--- config.mk ---
export PLATFORM = sky130hd
export DESIGN_NAME = grouped_addsub
export DESIGN_NICKNAME = d
export VERILOG_FILES = /design/src/rtl/addsub_pkg.sv /design/src/rtl/cla_group.sv /design/src/rtl/addsub_ctrl.sv /design/src/rtl/addsub_datapath.sv /design/src/rtl/grouped_addsub.sv
export SDC_FILE = /design/constraint.sdc
export NUM_CORES = 1
export LEC_CHECK = 0
export BUFFER_PORTS_ARGS = -buffer_cell sky130_fd_sc_hd__buf_2
export CAP_MARGIN = 20
export CORE_MARGIN = 2
export CORE_UTILIZATION = 40
export DETAILED_ROUTE_END_ITERATION = 8
export PLACE_DENSITY = 0.85
export SLEW_MARGIN = 20
export SYNTH_ARGS = -nofsm -noshare
export SYNTH_HDL_FRONTEND = slang
export SYNTH_SLANG_ARGS = --single-unit
--- constraint.sdc ---
create_clock -name vclk -period 6.9
set_input_delay 0.345 -clock vclk [all_inputs]
set_output_delay 0.345 -clock vclk [all_outputs]
set_load 0.005 [all_outputs]
--- src/rtl/addsub_pkg.sv ---
package addsub_pkg;

  localparam int DEFAULT_GROUP_W = 4;

  // Strobes from the mode control into the datapath
  typedef struct packed {
    logic invertB;
    logic carryIn;
  } addsubStrobes_t;

endpackage

--- src/rtl/cla_group.sv ---
module cla_group #(
  parameter int GROUP_W = addsub_pkg::DEFAULT_GROUP_W
) (
  input  logic [GROUP_W-1:0] a,
  input  logic [GROUP_W-1:0] b,
  input  logic               cin,
  output logic [GROUP_W-1:0] sum,
  output logic               cout,
  output logic               msbCarryIn
);

  localparam int EXT_W = GROUP_W + 1;

  logic [GROUP_W-1:0] gen;
  logic [GROUP_W-1:0] prop;
  logic [GROUP_W:0]   carry;

  // Each carry is a flat sum of products of generate, propagate and cin
  always_comb begin
    logic acc;
    logic term;
    gen      = a & b;
    prop     = a ^ b;
    carry    = '0;
    carry[0] = cin;
    for (int j = 0; j < GROUP_W; j++) begin
      acc = cin;
      for (int k = 0; k <= j; k++) acc = acc & prop[k];
      for (int k = 0; k <= j; k++) begin
        term = gen[k];
        for (int m = k + 1; m <= j; m++) term = term & prop[m];
        acc = acc | term;
      end
      carry[j+1] = acc;
    end
  end

  assign sum        = prop ^ carry[GROUP_W-1:0];
  assign cout       = carry[GROUP_W];
  assign msbCarryIn = carry[GROUP_W-1];


  always_comb begin
    group_sum_chk: assert ({cout, sum} ==
                           ({1'b0, a} + {1'b0, b} + EXT_W'(cin)))
      else $error("group lookahead sum mismatch");
  end

endmodule

--- src/rtl/addsub_ctrl.sv ---
module addsub_ctrl
  import addsub_pkg::*;
(
  input  logic           subMode,
  output addsubStrobes_t strobes
);

  always_comb begin
    strobes.invertB = subMode;
    strobes.carryIn = subMode;
  end


  always_comb begin
    strobe_mode_chk: assert (strobes.invertB == subMode &&
                             strobes.carryIn == strobes.invertB)
      else $error("mode strobes inconsistent");
  end

endmodule

--- src/rtl/addsub_datapath.sv ---
module addsub_datapath
  import addsub_pkg::*;
#(
  parameter int NUM_GROUPS = 4,
  parameter int GROUP_W    = DEFAULT_GROUP_W,
  localparam int WIDTH     = NUM_GROUPS * GROUP_W
) (
  input  logic [WIDTH-1:0] opA,
  input  logic [WIDTH-1:0] opB,
  input  addsubStrobes_t   strobes,
  output logic [WIDTH-1:0] result,
  output logic             carryOut,
  output logic             overflow
);

  logic [WIDTH-1:0]      opBEff;
  logic [NUM_GROUPS:0]   grpCarry;
  logic [NUM_GROUPS-1:0] grpMsbCarry;

  assign opBEff      = opB ^ {WIDTH{strobes.invertB}};
  assign grpCarry[0] = strobes.carryIn;

  for (genvar gi = 0; gi < NUM_GROUPS; gi++) begin : g_group
    cla_group #(.GROUP_W(GROUP_W)) u_group (
      .a          (opA[gi*GROUP_W +: GROUP_W]),
      .b          (opBEff[gi*GROUP_W +: GROUP_W]),
      .cin        (grpCarry[gi]),
      .sum        (result[gi*GROUP_W +: GROUP_W]),
      .cout       (grpCarry[gi+1]),
      .msbCarryIn (grpMsbCarry[gi])
    );
  end

  assign carryOut = grpCarry[NUM_GROUPS];
  assign overflow = grpMsbCarry[NUM_GROUPS-1] ^ carryOut;


  always_comb begin
    mixed_sign_chk: assert (!(opA[WIDTH-1] != opBEff[WIDTH-1] && overflow))
      else $error("overflow with opposite-sign addends");
  end


  always_comb begin
    ovf_sign_flip_chk: assert (!overflow ||
                               (opA[WIDTH-1] == opBEff[WIDTH-1] &&
                                result[WIDTH-1] != opA[WIDTH-1]))
      else $error("overflow without sign flip");
  end


  always_comb begin
    equal_sub_chk: assert (!(strobes.invertB && strobes.carryIn && opA == opB) ||
                           (result == '0 && carryOut))
      else $error("A-A must give zero with no borrow");
  end

endmodule

--- src/rtl/grouped_addsub.sv ---
module grouped_addsub
  import addsub_pkg::*;
#(
  parameter int NUM_GROUPS = 4,
  parameter int GROUP_W    = DEFAULT_GROUP_W,
  localparam int WIDTH     = NUM_GROUPS * GROUP_W
) (
  input  logic [WIDTH-1:0] opA,
  input  logic [WIDTH-1:0] opB,
  input  logic             subMode,
  output logic [WIDTH-1:0] result,
  output logic             carryOut,
  output logic             overflow
);

  addsubStrobes_t strobes;

  addsub_ctrl u_ctrl (
    .subMode (subMode),
    .strobes (strobes)
  );

  addsub_datapath #(
    .NUM_GROUPS (NUM_GROUPS),
    .GROUP_W    (GROUP_W)
  ) u_datapath (
    .opA      (opA),
    .opB      (opB),
    .strobes  (strobes),
    .result   (result),
    .carryOut (carryOut),
    .overflow (overflow)
  );

endmodule

## Word-level counts from Yosys, hierarchy flattened

Cells that the tools add are included.

| operators by class | value |
|---|---|
| bitwise gates (word level) | 94 |

Operators with widths:

| operator | count |
|---|---|
| bitwise AND 1 bit | 40 |
| OR 1 bit | 40 |
| bitwise XOR 4 bit | 8 |
| bitwise AND 4 bit | 4 |
| bitwise XOR 16 bit | 1 |
| bitwise XOR 1 bit | 1 |

| storage, ports and cells | value |
|---|---|
| flip-flop bits (word level) | 0 |
| output and inout port bits | 18 |

## Depth between registers and ports, before layout

Gate-level depths: netlist of the first run.

| logic depth | value |
|---|---|
| depth after elaboration | 35 |
| depth in mapped cells | 20 |
| gate-level depth less buffers | 18 |

## By module

A second synthesis of the first run with hierarchy kept.

| unflattened totals | value |
|---|---|
| cells, all modules | 89 |
| area, all modules | 827.0 um2 |

By module, submodules not included:

| module | area an instance (um2) | instances | seq. area each (um2) | cells an instance |
|---|---|---|---|---|
| cla_group at u_datapath.g_group[2].u_group ... | 161.4 | 2 | 0.0 | 19 |
| addsub_datapath | 180.2 | 1 | 0.0 | 19 |
| cla_group at u_datapath.g_group[0].u_group | 162.7 | 1 | 0.0 | 15 |
| cla_group at u_datapath.g_group[1].u_group | 146.4 | 1 | 0.0 | 15 |
| addsub_ctrl | 15.0 | 1 | 0.0 | 2 |

## Worst setup path before layout of the first run

No wires, ideal clock.

| timing | value |
|---|---|
| kind | input-to-output |
| from | in subMode |
| to | out overflow |
| stages on the path | 20 |
| arrival | 4.115 ns |
| path slack | 2.440 ns |
| path through | buf_4 > buf_6 > xor2_1 > ha_1 > ha_1 > o211ai_1 > a21boi_1 > or2_2 > ha_1 > o211ai_1 > a21boi_1 > or2_2 > ha_1 > o211ai_1 > a21boi_1 > or2_2 > ha_1 > o211ai_1 > nand2_2 > mux2_4 |

| between the ends | value |
|---|---|
| longest elaborated chain between the ends | 35 |
| elaborated cells on any way between the ends | 69 |
| classes of those cells | bitwise: 69 |

RTL lines:

| what | line | RTL |
|---|---|---|
| start, declared | grouped_addsub.sv:10 | `input logic subMode,` |
| bitwise XOR 16 bit | addsub_datapath.sv:20 | `assign opBEff = opB ^ {WIDTH{strobes.invertB}};` |
| bitwise XOR 4 bit | cla_group.sv:23 | `prop = a ^ b;` |
| bitwise AND 1 bit (4 in series) | cla_group.sv:28 | `for (int k = 0; k <= j; k++) acc = acc & prop[k];` |
| OR 1 bit (4 in series) | cla_group.sv:32 | `acc = acc \| term;` |
| bitwise AND 1 bit (4 in series) | cla_group.sv:28 |  |
| OR 1 bit (4 in series) | cla_group.sv:32 |  |
| bitwise AND 1 bit (4 in series) | cla_group.sv:28 |  |
| OR 1 bit (4 in series) | cla_group.sv:32 |  |
| bitwise AND 1 bit (4 in series) | cla_group.sv:28 |  |
| OR 1 bit (4 in series) | cla_group.sv:32 |  |
| bitwise XOR 1 bit * | addsub_datapath.sv:35 | `assign overflow = grpMsbCarry[NUM_GROUPS-1] ^ carryOut;` |
| end, declared | grouped_addsub.sv:13 | `output logic overflow` |

Mark *: on every way between the ends. The rest lies on a longest branch, timed or not.

## Worst setup path after layout of the first run

Same ends and word-level chain as after synthesis.

==> impl_metrics.yaml, run 1 <==
run_status:
  status: "completed"
global_route:
  grt_pass1_vias: 823
  grt_pass1_wl_um: 3130
  grt_remaining_overflow: 0
  track_usage_pct: 15.5
  grt_max_degree: 19
  antenna_found_initial: 0
timing:
  tns_ps: 0
  finalHoldViolations: 0
  tightest_slew_ps: 471
  slew_headroom_pct: 68.6
  slew_viol_final: 0
  finalCritPeriodShare_pct: 71.9
  setup_ws_ps: 1940
  min_period_ps: 4960
  rsz0062_at_grt: "false"
  setup_viol: 0
  fmax_mhz: 202
pwr:
  power.static_leakage_nw: 0.621
  power.total_uw: 135
  power_density_nw_per_um2: 125
  peakVddDrop_uv: 63.8
route:
  detail-route-antenna-nets: 0
  viasPerCell: 4.75
  routedWlPerCell_um: 10.6
  firstDrtPassIters: 4
  vias: 812
  drt-total-wl_um: 1810
  drcViolationCount: 0
  drtIter0Drc: 3
die:
  placement_rows: 16
  die_y_um: 49.0
  coreArea_um2: 1940
  die_x_um: 49.0
  start_util_pct: 41.8
  ios: 51
  dieArea_um2: 2400
layout:
  diodes: 0
  multi_input_area_um2: 758
  area_growth_pct: 33.3
  numSequentialCells: 0
  mostFrequentLayoutCells: "buf_2 (51), xor2_1 (20), ha_1 (20), inv_1 (9)"
  final_common_cell: "buf_2"
  final_util_pct: 55.7
  final_area_um2: 1080
  fillers: 213
  layout-drive-gt1-share_pct: 39.6
  regArea_um2: 0
  clkbuf_count: 0
  fin_nets: 202
synthesis:
  yosysSeqAreaShare_pct: 0
  synthDistinctLibCells: 18
  synth_top_area_share_pct: 30.9
  synth_warnings: 0
  syn_nets: 151
  yosysTopAreaCell: "ha_1"
  syn_area_per_cell_um2: 8.53
  synth.area.top_cells: "ha_1 (31%), xor2_1 (22%), xnor2_1 (8.6%)"
  synth_cells: 95
  syn-cell-area_um2: 811
placed_design:
  place_ws_ps: 1910
  place_hpwl_um: 1660
  placed_area_um2: 1080
  globalplace.congestion: 0.715
  portBuffers: 51
setup_path:
  path_cells: "buf_2 -> xor2_1 -> ha_1 -> ha_1 -> o211ai_1 -> a21boi_1 -> or2_2 -> ha_1 -> o211ai_1 -> a21boi_1 -> or2_2 -> ha_1 -> o211ai_1 -> a21boi_1 -> or2_2 -> ha_1 -> o211ai_1 -> nand2_2 -> mux2_4 -> buf_2"
  crit_family: "compound AO/OA/AOI/OAI gates"
  worst-setup-path-type: "primary input to output pin"
  end_kind: "output pin"
  arrival_ps: 4610
  startpoint_type: "primary input"
  crit_fanout: 18
  critPathRequiredTime_ps: 6550
  path_buf_inv: 2
  critPathMaxStageDelay_ps: 390
  crit_slowest_cell: "buf_2"
  crit_path_frequent_cell: "ha_1"
min_path:
  min_path_type: "primary input to output pin"
clock_tree:
  postCtsSetupRepairBufs: 0
  cts_resized: 0
  hold_buffers: 0
run:
  cap_violations: 0
-- cell families after synthesis --
group,synth area share [%]
buffers and inverters,6.48
adder cells (fa/ha/maj),38.3
AND/OR/NAND/NOR,8.18
AO/OA/AOI/OAI,13.7
XOR/XNOR,30.2
multiplexers,3.09
-- routing by layer --
layer,GRT usage [%],up-vias,routed length (um)
met5,0,-,0
met4,0,0,0
met3,0.307,0,86
met2,34.2,28,1050
met1,16.9,371,670
li1,-,413,-
-- area by class of cell --
cell class                 count  share of cell area, %
inverter                       9                   3.12
multi-input combinational     84                   70.1
timing repair buffer          51                   23.6
tap                           27                   3.12
-- final timing paths --
| kind | startpoint | to | slack [ps] | cells past startpoint |
|---|---|---|---|---|
| setup / recovery | subMode | overflow | 1940 | 20 |
| hold / removal | opA[7] | result[7] | 1100 | 4 |
-- cell usage after synthesis --
cell,count
a21boi_1,3
a21o_2,1
a21oi_1,4
buf_4,1
buf_6,1
fa_1,3
ha_1,20
inv_1,9
mux2_4,1
mux2i_1,1
nand2_1,3
nand2_2,1
nor2_1,8
o211ai_1,4
o21a_1,4
or2_2,3
xnor2_1,8
xor2_1,20
-- where the power goes --
part	leakage (nW)	total (mW)	switching, mW	internal, mW
registers	0	0	0	0
logic	0.621	0.135	0.0635	0.0711
clock network	0	0	0	0
-- metrics by stage --
step	instances	hold WS (ps)
after floorplan	95	809
after global placement	171	1090
after detailed placement	171	1100
after CTS	171	1100
after global routing	171	1140
final	171	1100
Power figures use the tool's default switching activity.
==> run 2: changes to the inputs <==
Settings changed: PLACE_DENSITY 0.85 to 0.88.
Clock period 6.9 ns to 4 ns, I/O delays scaled along.
==> run 2 against run 1 <==
Effect of this change:
- the run now ends with negative setup slack left
- combinational power up 130%
- sequential share of layout area unchanged
- via count up 14%
- final area up 26%
- global-route usage up 4.2 points
==> impl_metrics.yaml, run 2 (synthesis results as in run 1) <==
run_status:
  status: "finished with violations"
  violations: "negative setup slack"
global_route:
  grt_remaining_overflow: 0
  grt_max_degree: 12
  track_usage_pct: 19.7
  antenna_found_initial: 0
  grt_pass1_vias: 929
  grt_pass1_wl_um: 3870
timing:
  fmax_mhz: 243
  slew_viol_final: 0
  tns_ps: -319
  setup_ws_ps: -114
  slew_headroom_pct: 81.7
  min_period_ps: 4110
  tightest_slew_ps: 273
  finalCritPeriodShare_pct: 103
  finalHoldViolations: 0
  setup_viol: 4
  rsz0062_at_grt: "true"
  timing.hold.ws_ps: 808
run:
  cap_violations: 0
min_path:
  min_path_type: "primary input to output pin"
route:
  viasPerCell: 4.70
  detail-route-antenna-nets: 0
  drt-total-wl_um: 2320
  routedWlPerCell_um: 11.8
  vias: 926
  drcViolationCount: 0
  drtIter0Drc: 9
  firstDrtPassIters: 4
layout:
  area_growth_pct: 68.1
  numSequentialCells: 0
  fillers: 156
  fin_nets: 228
  multi_input_area_um2: 831
  diodes: 0
  layout-drive-gt1-share_pct: 54.1
  mostFrequentLayoutCells: "buf_2 (50), buf_4 (25), xor2_1 (19), ha_1 (16), inv_1 (9)"
  regArea_um2: 0
  final_common_cell: "buf_2"
  clkbuf_count: 0
die:
  placement_rows: 16
  die_x_um: 49.0
  ios: 51
  dieArea_um2: 2400
  die_y_um: 49.0
  start_util_pct: 41.8
  coreArea_um2: 1940
clock_tree:
  hold_buffers: 0
setup_path:
  crit_fanout: 4
  path_buf_inv: 2
  worst-setup-path-type: "primary input to output pin"
  cp_num_cells: 20
  crit_slowest_cell: "mux2_4"
  crit_path_frequent_cell: "o211ai_1"
  crit_family: "compound AO/OA/AOI/OAI gates"
  end_kind: "output pin"
  critPathRequiredTime_ps: 3800
  path_cells: "buf_8 -> xor2_2 -> ha_1 -> ha_2 -> o211ai_1 -> a21boi_2 -> or2_4 -> ha_4 -> o211ai_1 -> a21boi_2 -> or2_4 -> ha_4 -> o211ai_1 -> a21boi_1 -> or2_4 -> ha_4 -> o211ai_1 -> nand2_2 -> mux2_4 -> buf_2"
  startpoint_type: "primary input"
  arrival_ps: 3910
  critPathCapture: "overflow"
  critPathMaxStageDelay_ps: 300
  critPathLaunch: "subMode"
placed_design:
  globalplace.congestion: 0.735
  portBuffers: 51
  place_hpwl_um: 1700
pwr:
  power_density_nw_per_um2: 224
  power.static_leakage_nw: 0.754
  peakVddDrop_uv: 128
run 2: how the worst min path moves through the flow:
stage	start	endpoint	cells past startpoint
after global placement	opA[0]	result[1]	4
final	opA[3]	result[3]	4
after floorplan	subMode	result[0]	1
after CTS	opA[11]	result[11]	4
after global routing	opA[3]	result[3]	4
after detailed placement	opA[11]	result[11]	4
run 2: cell type report:
cell class | count | area share [%]
multi-input combinational | 84 | 61.0
inverter | 9 | 2.48
tap | 27 | 2.48
timing repair buffer | 77 | 34.1
run 2: metal layers:
layer | vias to the layer above | routed length [um] | GRT usage [%]
met4 | 0 | 40 | 3.81
met5 | - | 0 | 0
met2 | 36 | 1330 | 42.9
li1 | 463 | - | -
met1 | 423 | 821 | 19.8
met3 | 4 | 127 | 1.23
run 2: timing repair:
item / in CTS / in global routing
hold endpoints to repair: 0 / 0
setup buffers: 19 / 2
gates resized for setup: 13 / 3
pin swaps: 13 / 12
setup endpoints to repair: 4 / 8
run 2: where the power goes:
part / switching [mW] / total [mW] / leakage, nW / internal [mW]
Clock: 0 / 0 / 0 / 0
Sequential: 0 / 0 / 0 / 0
Combinational: 0.133 / 0.305 / 0.754 / 0.172
run 2: worst min-delay path: cells and delay by family:
| kind | cells | cell delay [ps] |
|---|---|---|
| fa+ha+maj | 1 | 150 |
| xor+xnor | 1 | 70 |
| buf+inv | 2 | 200 |
run 2: through the flow:
| stage | power (mW) | cell area, um2 | util, % | setup slack (ps) | std cells |
|---|---|---|---|---|---|
| 6_report | 0.305 | 1360 | 70.2 | -114 | 197 |
| 5_1_grt | 0.340 | 1360 | 70.2 | -352 | 197 |
| 3_5_place_dp | 0.248 | 1150 | 59.3 | -218 | 179 |
| 3_3_place_gp | 0.237 | 1150 | 59.3 | -110 | 179 |
| 2_1_floorplan | 0.149 | 828 | - | 2.05 | 95 |
| 4_1_cts | 0.301 | 1360 | 70.0 | -72.2 | 198 |
